$ cat src/rtl/nbs_pkg.sv
package nbs_pkg;

  localparam int REG_W = 32;
  localparam int TF_W  = 8;
  localparam int DF_W  = 4;
  localparam int CNT_W = TF_W + 1;

  typedef enum logic [2:0] {K_NONE, K_CMD, K_ADDR, K_WR, K_RD} kind_e;
  typedef enum logic [2:0] {PH_IDLE, PH_HIZ, PH_TURN, PH_SETUP, PH_WAIT, PH_HOLD} phase_e;

  typedef struct packed {
    logic            soft_rst;
    logic            wait_en;
    logic            enable;
    logic            nand_sel;
    logic            wide;
    logic [DF_W-1:0] cle_dly;
    logic [DF_W-1:0] ale_dly;
  } ctrl_t;

  typedef struct packed {
    logic [TF_W-1:0] hiz;
    logic [TF_W-1:0] hold;
    logic [TF_W-1:0] wt;
    logic [TF_W-1:0] setup;
  } tim_t;

  function automatic ctrl_t unpack_ctrl(input logic [REG_W-1:0] r);
    ctrl_t c;
    c.soft_rst = r[0];
    c.wait_en  = r[1];
    c.enable   = r[2];
    c.nand_sel = r[3];
    c.wide     = r[4];
    c.cle_dly  = r[12:9];
    c.ale_dly  = r[16:13];
    return c;
  endfunction

  function automatic tim_t unpack_tim(input logic [REG_W-1:0] r);
    tim_t t;
    t.setup = r[7:0];
    t.wt    = r[15:8];
    t.hold  = r[23:16];
    t.hiz   = r[31:24];
    return t;
  endfunction

  // Number of cycles a phase occupies; zero means the phase is skipped.
  function automatic logic [CNT_W-1:0] phase_cycles(input phase_e p, input kind_e k,
                                                    input kind_e prior, input ctrl_t c,
                                                    input tim_t t);
    logic [CNT_W-1:0] n;
    n = '0;
    case (p)
      PH_HIZ:   if (k != K_RD && prior == K_RD) n = CNT_W'(t.hiz);
      PH_TURN: begin
        if (k == K_RD && prior == K_CMD)  n = CNT_W'(c.cle_dly) + CNT_W'(1);
        if (k == K_RD && prior == K_ADDR) n = CNT_W'(c.ale_dly) + CNT_W'(1);
      end
      PH_SETUP: n = CNT_W'(t.setup) + CNT_W'(1);
      PH_WAIT:  n = CNT_W'(t.wt) + CNT_W'(1);
      PH_HOLD:  n = (t.hold == '0) ? CNT_W'(1) : CNT_W'(t.hold);
      default:  n = '0;
    endcase
    return n;
  endfunction

  function automatic phase_e step_phase(input phase_e p);
    case (p)
      PH_IDLE:  return PH_HIZ;
      PH_HIZ:   return PH_TURN;
      PH_TURN:  return PH_SETUP;
      PH_SETUP: return PH_WAIT;
      PH_WAIT:  return PH_HOLD;
      default:  return PH_IDLE;
    endcase
  endfunction

  // Next phase that actually takes cycles (setup, wait and hold never skip).
  function automatic phase_e next_phase(input phase_e p, input kind_e k, input kind_e prior,
                                        input ctrl_t c, input tim_t t);
    phase_e q;
    q = step_phase(p);
    if (q == PH_HIZ && phase_cycles(q, k, prior, c, t) == '0)  q = step_phase(q);
    if (q == PH_TURN && phase_cycles(q, k, prior, c, t) == '0) q = step_phase(q);
    return q;
  endfunction

endpackage

$ cat src/rtl/nbs_cfg_regs.sv
module nbs_cfg_regs
  import nbs_pkg::*;
(
  input  logic             clk,
  input  logic             rst_n,
  input  logic             cfg_wr,
  input  logic             cfg_sel,
  input  logic [REG_W-1:0] cfg_wdata,
  output ctrl_t            ctrl,
  output tim_t             tim
);

  logic [REG_W-1:0] ctrl_q;
  logic [REG_W-1:0] tim_q;

  always_ff @(posedge clk or negedge rst_n) begin
    if (!rst_n) begin
      ctrl_q <= '0;
      tim_q  <= '0;
    end else if (cfg_wr) begin
      if (cfg_sel) tim_q  <= cfg_wdata;
      else         ctrl_q <= cfg_wdata;
    end
  end

  assign ctrl = unpack_ctrl(ctrl_q);
  assign tim  = unpack_tim(tim_q);

endmodule

$ cat src/rtl/nbs_rb_sync.sv
module nbs_rb_sync #(
  parameter int STAGES = 2
) (
  input  logic clk,
  input  logic rst_n,
  input  logic rb_in,
  output logic rb_out
);

  generate
    if (STAGES == 0) begin : g_bypass
      assign rb_out = rb_in;
    end else begin : g_chain
      logic [STAGES-1:0] sr;
      for (genvar i = 0; i < STAGES; i++) begin : g_stage
        always_ff @(posedge clk or negedge rst_n) begin
          if (!rst_n)      sr[i] <= 1'b1;
          else if (i == 0) sr[i] <= rb_in;
          else             sr[i] <= sr[(i == 0) ? 0 : i-1];
        end
      end
      assign rb_out = sr[STAGES-1];
    end
  endgenerate

endmodule

$ cat src/rtl/nbs_phase_seq.sv
module nbs_phase_seq
  import nbs_pkg::*;
#(
  parameter int DQ_W = 16
) (
  input  logic              clk,
  input  logic              rst_n,
  input  ctrl_t             ctrl,
  input  tim_t              tim,
  input  logic              rb_ok,
  input  logic              cmd_valid,
  input  logic [DQ_W/2-1:0] cmd_byte,
  input  logic              addr_valid,
  input  logic [DQ_W/2-1:0] addr_byte,
  input  logic              wr_valid,
  input  logic [DQ_W-1:0]   wr_data,
  input  logic              rd_req,
  output phase_e            phase,
  output kind_e             kind,
  output logic [DQ_W-1:0]   data,
  output logic              ready,
  output logic              bank_active,
  output logic              cap_evt
);

  localparam int BYTE_W = DQ_W / 2;

  logic [CNT_W-1:0] cnt_q;
  kind_e            prior_q;
  kind_e            sel_kind;
  logic [DQ_W-1:0]  sel_data;
  logic             accept;
  phase_e           nxt;

  assign bank_active = ctrl.enable && ctrl.nand_sel && !ctrl.soft_rst;
  assign ready       = bank_active && (phase == PH_IDLE) && (!ctrl.wait_en || rb_ok);

  // Fixed request priority: command, address, write, read.
  always_comb begin
    sel_kind = K_NONE;
    sel_data = '0;
    if (cmd_valid) begin
      sel_kind = K_CMD;
      sel_data = {{BYTE_W{1'b0}}, cmd_byte};
    end else if (addr_valid) begin
      sel_kind = K_ADDR;
      sel_data = {{BYTE_W{1'b0}}, addr_byte};
    end else if (wr_valid) begin
      sel_kind = K_WR;
      sel_data = ctrl.wide ? wr_data : {{BYTE_W{1'b0}}, wr_data[BYTE_W-1:0]};
    end else if (rd_req) begin
      sel_kind = K_RD;
    end
  end

  assign accept = ready && (sel_kind != K_NONE);

  always_comb begin
    if (phase == PH_IDLE) nxt = next_phase(PH_IDLE, sel_kind, prior_q, ctrl, tim);
    else                  nxt = next_phase(phase, kind, prior_q, ctrl, tim);
  end

  assign cap_evt = bank_active && (phase == PH_WAIT) && (kind == K_RD) && (cnt_q == '0);

  always_ff @(posedge clk or negedge rst_n) begin
    if (!rst_n) begin
      phase   <= PH_IDLE;
      kind    <= K_NONE;
      data    <= '0;
      cnt_q   <= '0;
      prior_q <= K_NONE;
    end else if (!bank_active) begin
      phase <= PH_IDLE;
      cnt_q <= '0;
      if (ctrl.soft_rst) prior_q <= K_NONE;
    end else if (phase == PH_IDLE) begin
      if (accept) begin
        kind    <= sel_kind;
        data    <= sel_data;
        prior_q <= sel_kind;
        phase   <= nxt;
        cnt_q   <= phase_cycles(nxt, sel_kind, prior_q, ctrl, tim) - CNT_W'(1);
      end
    end else if (cnt_q == '0) begin
      phase <= nxt;
      cnt_q <= (nxt == PH_IDLE) ? '0 : phase_cycles(nxt, kind, prior_q, ctrl, tim) - CNT_W'(1);
    end else begin
      cnt_q <= cnt_q - CNT_W'(1);
    end
  end

endmodule

$ cat src/rtl/nand_bus_seq.sv
module nand_bus_seq
  import nbs_pkg::*;
#(
  parameter int DQ_W    = 16,
  parameter int RB_SYNC = 2
) (
  input  logic              clk,
  input  logic              rst_n,
  input  logic              cfg_wr,
  input  logic              cfg_sel,
  input  logic [31:0]       cfg_wdata,
  input  logic              cmd_valid,
  input  logic [DQ_W/2-1:0] cmd_byte,
  input  logic              addr_valid,
  input  logic [DQ_W/2-1:0] addr_byte,
  input  logic              wr_valid,
  input  logic [DQ_W-1:0]   wr_data,
  input  logic              rd_req,
  output logic              req_ready,
  output logic              rd_valid,
  output logic [DQ_W-1:0]   rd_data,
  output logic              nand_ce_n,
  output logic              nand_cle,
  output logic              nand_ale,
  output logic              nand_we_n,
  output logic              nand_re_n,
  output logic [DQ_W-1:0]   nand_dq_out,
  output logic              nand_dq_oe,
  input  logic [DQ_W-1:0]   nand_dq_in,
  input  logic              nand_rb
);

  localparam int BYTE_W = DQ_W / 2;

  ctrl_t           ctrl;
  tim_t            tim;
  logic            rb_ok;
  phase_e          phase;
  kind_e           kind;
  logic [DQ_W-1:0] data;
  logic            bank_active;
  logic            cap_evt;
  logic            on_bus;
  logic            strobe;
  logic            cap_q;

  nbs_cfg_regs u_regs (
    .clk(clk), .rst_n(rst_n), .cfg_wr(cfg_wr), .cfg_sel(cfg_sel),
    .cfg_wdata(cfg_wdata), .ctrl(ctrl), .tim(tim)
  );

  nbs_rb_sync #(.STAGES(RB_SYNC)) u_rb (
    .clk(clk), .rst_n(rst_n), .rb_in(nand_rb), .rb_out(rb_ok)
  );

  nbs_phase_seq #(.DQ_W(DQ_W)) u_seq (
    .clk(clk), .rst_n(rst_n), .ctrl(ctrl), .tim(tim), .rb_ok(rb_ok),
    .cmd_valid(cmd_valid), .cmd_byte(cmd_byte),
    .addr_valid(addr_valid), .addr_byte(addr_byte),
    .wr_valid(wr_valid), .wr_data(wr_data), .rd_req(rd_req),
    .phase(phase), .kind(kind), .data(data), .ready(req_ready),
    .bank_active(bank_active), .cap_evt(cap_evt)
  );

  assign on_bus      = (phase == PH_SETUP) || (phase == PH_WAIT) || (phase == PH_HOLD);
  assign strobe      = (phase == PH_WAIT);
  assign nand_ce_n   = (phase == PH_IDLE);
  assign nand_cle    = on_bus && (kind == K_CMD);
  assign nand_ale    = on_bus && (kind == K_ADDR);
  assign nand_we_n   = !(strobe && kind != K_RD);
  assign nand_re_n   = !(strobe && kind == K_RD);
  assign nand_dq_oe  = on_bus && (kind != K_RD);
  assign nand_dq_out = data;

  // Sample at the edge where the read strobe rises, flag valid one cycle later.
  always_ff @(posedge clk or negedge rst_n) begin
    if (!rst_n) begin
      rd_data  <= '0;
      cap_q    <= 1'b0;
      rd_valid <= 1'b0;
    end else begin
      if (cap_evt)
        rd_data <= ctrl.wide ? nand_dq_in : {{BYTE_W{1'b0}}, nand_dq_in[BYTE_W-1:0]};
      cap_q    <= cap_evt;
      rd_valid <= cap_q;
    end
  end

endmodule

$ cat config.mk
export PLATFORM = sky130hd
export DESIGN_NAME = nand_bus_seq
export DESIGN_NICKNAME = d
export VERILOG_FILES = /design/src/rtl/nbs_pkg.sv /design/src/rtl/nbs_cfg_regs.sv /design/src/rtl/nbs_rb_sync.sv /design/src/rtl/nbs_phase_seq.sv /design/src/rtl/nand_bus_seq.sv
export SDC_FILE = /design/constraint.sdc
export NUM_CORES = 1
export LEC_CHECK = 0
export BUFFER_PORTS_ARGS = -buffer_cell sky130_fd_sc_hd__buf_4
export CORE_MARGIN = 2
export CORE_UTILIZATION = 50
export DETAILED_ROUTE_END_ITERATION = 10
export PLACE_DENSITY = 0.78
export RECOVER_POWER = 25
export SLEW_MARGIN = 10
export SYNTH_ARGS = -nofsm -noshare
export SYNTH_HDL_FRONTEND = slang
export SYNTH_HIERARCHICAL = 1
export SYNTH_SLANG_ARGS = --single-unit
$ cat constraint.sdc
create_clock -name clk -period 7.4 [get_ports clk]
set_clock_uncertainty 0.2 [all_clocks]
set_input_delay 0.74 -clock clk [delete_from_list [all_inputs] [get_ports clk]]
set_output_delay 0.74 -clock clk [all_outputs]
set_load 0.05 [all_outputs]
==> flow_summary_export.csv <==
group,metric,value,unit
power_and_ir_drop,pwr-share-seq,41.3,%
power_and_ir_drop,leakagePower,3.250,nW
power_and_ir_drop,powerDensity,235.7,mW/mm²
critical_path,worstPathArrival,4.52,ns
synth,synthMuxAreaShare,10.67,%
outcome,violations,"max-capacitance violations, max-slew violations",
routing,firstDrtPassIters,7,
finish,fillerInstances,866,
synth,syn_area_per_cell,9.894,µm²
sta,worst_pin_slew,1.724,ns
worst_hold_path,min_path_type,"flip-flop to flip-flop",
critical_path,crit_required,7.44,ns
finish,final_nets,792,
clock_tree,cts_root_buf,"clkbuf_16",
sta,rsz0062_at_grt,"false",
flow_run,maxCapViolCount,2,
synth,synth_edf_count,0,
synth,synthCells,575,
synth,syn_nets,672,
sta,setup_tns,0,ns
floorplanning,row_count,38,
synth,synth_compound_gate_area_share,16.67,%
synth,async_flop_share,100.0,%
global_routing,grt_pass1_vias,4950,
synth,yosysMostFrequentCell,"dfrtp_1",
critical_path,cp-start-kind,"flip-flop",
routing,final_antenna_net_count,0,
clock_tree,clkLatencyLatePin,0.35,ns
routing,wl_per_cell,17.60,µm
synth,synth_top_cell_by_area,"dfrtp_1",
power_and_ir_drop,p_sw,0.5805,mW
sta,fmaxAchievable,0.2232,GHz
clock_tree,cts_sinks,99,
routing,drcViolationCount,0,
placed_design,port_buffers,128,
synth,synth_xor_area_share,4.926,%
placed_design,place_hpwl,11400,µm
finish,layout-drive-gt1-share,27.71,%
clock_tree,cts_buffers,9,
synth,ys_top_cells_by_area,"dfrtp_1, mux2_1, mux2_2",
floorplanning,die_area,0.01225,mm²
sta,period_minus_slack,4.481,ns
critical_path,critPathSlowestCell,"o41a_2",
floorplanning,die_y,110.7,µm
clock_tree,ctsHoldBuffers,0,
clock_tree,cts_tree,"yes",
outcome,status,"finished, violations left",
power_and_ir_drop,clkPwrFrac,28.8,%
clock_tree,ctsLongestPathBuffers,2,
global_routing,grt_pass1_wl,24610,µm
sta,min_period_over_period,60.55,%
critical_path,crit_family,"compound AO/OA/AOI/OAI gates",
synth,synth_top_family_by_area,"simple AND/OR/NAND/NOR gates",
synth,ys_seq_area_share,43.59,%
power_and_ir_drop,intPower,1.081,mW
critical_path,cp_max_fo,12,
synth,ys_ff_latch,99,
routing,vias,5012,
critical_path,path_buf_inv,2,
finish,multi_input_area,0.002984,mm²
finish,fin_util,64.18,%
power_and_ir_drop,switching_share,34.94,%
synth,ys_types,72,
floorplanning,ioPinCount,129,
routing,wl,14790,µm
global_routing,top_usage_layer,"met2",
critical_path,slowest_delay,0.60,ns
power_and_ir_drop,p_comb_share,29.9,%
global_routing,grt_use_total,24.52,%
synth,synth_top_area_share,42.67,%
synth,ys_top_cells_by_count,"dfrtp_1, nand2_1, nor2_1",
finish,fin_area,0.007049,mm²
sta,max_slew_margin,-14.90,%
sta,finalMaxSlewViolations,64,
sta,hold_violations,0,
global_routing,antenna_found_initial,0,
finish,diodes,0,
routing,viasPerCell,5.967,
synth,synth_warnings,6,
floorplanning,start_util,51.80,%
global_routing,grt-ovfl-total,0,
synth,yosys.area_share.simple,18.19,%
critical_path,path_cells,"xor2_1, and2_1, inv_1, ha_1, a22oi_1, o41a_2, o22a_1, a32o_1, nor2_1, ha_1, inv_1, or3b_4, or3_1, xnor2_1, o221a_1",
clock_tree,clk_pin_slew,0.07,ns
synth,synth_fa_ha_area_share,1.759,%
synth,syn_area,0.005689,mm²
power_and_ir_drop,ir_worst_vdd,164.7,µV
clock_tree,cts_resized,0,
routing,first_iter_violations,587,
clock_tree,cts_setup_buffers,0,
global_routing,grt_util_met3,4.866,%
critical_path,path_class,"flip-flop to flip-flop",
sta,setup_viol,0,
placed_design,gp_congestion,0.9942,
global_routing,grt_max_degree,71,
clock_tree,h-tree-depth,3,
floorplanning,fp.coreArea,0.01098,mm²
finish,ff_latch_area,0.002480,mm²
finish,syn_to_final_growth,23.91,%
global_routing,grt_util_met2,40.70,%
synth,synth_ff_type,"dfrtp_1",
placed_design,dpl_cell_area,0.006758,mm²
global_routing,use_met1,31.86,%
critical_path,critPathCaptureType,"flip-flop",
floorplanning,die_w,110.7,µm
## layout by cell type (no fill, tap or decap), types with 5 or more instances in the layout
master	count
or3_1	6
ha_1	8
nor2b_1	5
mux2_2	22
a211oi_1	5
o22ai_1	9
xor2_1	13
a21oi_1	25
nor3_1	14
nand4_1	5
nand2_1	51
mux2_1	31
a221o_1	6
inv_1	26
xnor2_1	19
o21ai_0	31
clkbuf_16	9
nand3_1	30
nor4_1	12
nor2_1	35
dfrtp_1	97
a22oi_1	17
buf_4	132
## metrics by stage
stage               setup slack [ns]  hold WS [ns]  cells  power (mW)
floorplan                      3.205        0.1312    575       1.010
global placement               3.080        0.1348    824       1.174
detailed placement             2.989        0.1476    824       1.189
CTS                            2.981        0.1195    840       1.668
global route                   2.706        0.1601    840       1.746
finish                         2.919        0.1568    840       1.661
## metal layers
metal  vias to the layer above  routed length (µm)
met5                         -                   0
met4                         0                 323
met3                        28                 868
met2                       188                7243
met1                      2436                6353
li1                       2360                   -
## worst paths after layout
check                                 end  depth (start not counted)  slack (ns)                from
setup / recovery           u_seq/cnt_q[6]                         15        2.92      u_seq/phase[1]
min in group asynchronous  u_regs/tim[18]                          1        0.61               rst_n
max in group asynchronous  u_seq/cnt_q[3]                          2        4.75               rst_n
setup reg to reg           u_seq/cnt_q[6]                         15        2.92      u_seq/phase[1]
hold reg to reg               u_rb/rb_out                          0        0.16  u_rb/g_chain.sr[0]
hold / removal                u_rb/rb_out                          0        0.16  u_rb/g_chain.sr[0]
## worst register-to-register path, cell delays in order (launching register included)
cell,delay [ns]
dfrtp_1,0.51
xor2_1,0.21
and2_1,0.23
inv_1,0.08
ha_1,0.25
a22oi_1,0.14
o41a_2,0.60
o22a_1,0.34
a32o_1,0.33
nor2_1,0.10
ha_1,0.15
inv_1,0.05
or3b_4,0.41
or3_1,0.39
xnor2_1,0.13
o221a_1,0.24
## power by group through the flow
stage | logic, mW | registers, mW | clock network [mW]
2_1_floorplan | 0.253 | 0.757 | 0
3_3_place_gp | 0.485 | 0.689 | 0
3_5_place_dp | 0.493 | 0.696 | 0
4_1_cts | 0.495 | 0.686 | 0.487
5_1_grt | 0.535 | 0.698 | 0.513
6_report | 0.496 | 0.686 | 0.479
## flip-flops by register name, indices dropped and copies added, names as in the netlist
register	flops
u_seq/prior_q	3
u_seq/cnt_q	9
u_seq/data	16
u_regs/ctrl_q	13
u_rb/g_chain.sr	1
rd_data	16
rd_valid	1
cap_q	1
u_seq/phase	3
u_rb/rb_out	1
u_seq/kind	3
u_regs/tim	32
## logic make-up after synthesis
kind of cell / after synthesis
AOI/OAI and AO/OA: 136
xor gates and xnor gates: 32
adders and majority gates: 8
buffers and inverters: 53
DFF: 99
muxes: 54
and+or+nand+nor: 193
## cell type report
| cell class | instances | area share (%) |
|---|---|---|
| inverter | 26 | 1.384 |
| multi-input combinational | 423 | 42.33 |
| timing repair buffer | 136 | 14.32 |
| tap | 140 | 2.485 |
| clock buffer | 11 | 3.443 |
| sequential | 99 | 35.18 |
| clock inverter | 5 | 0.8520 |
(Power assumes the default switching activity.)
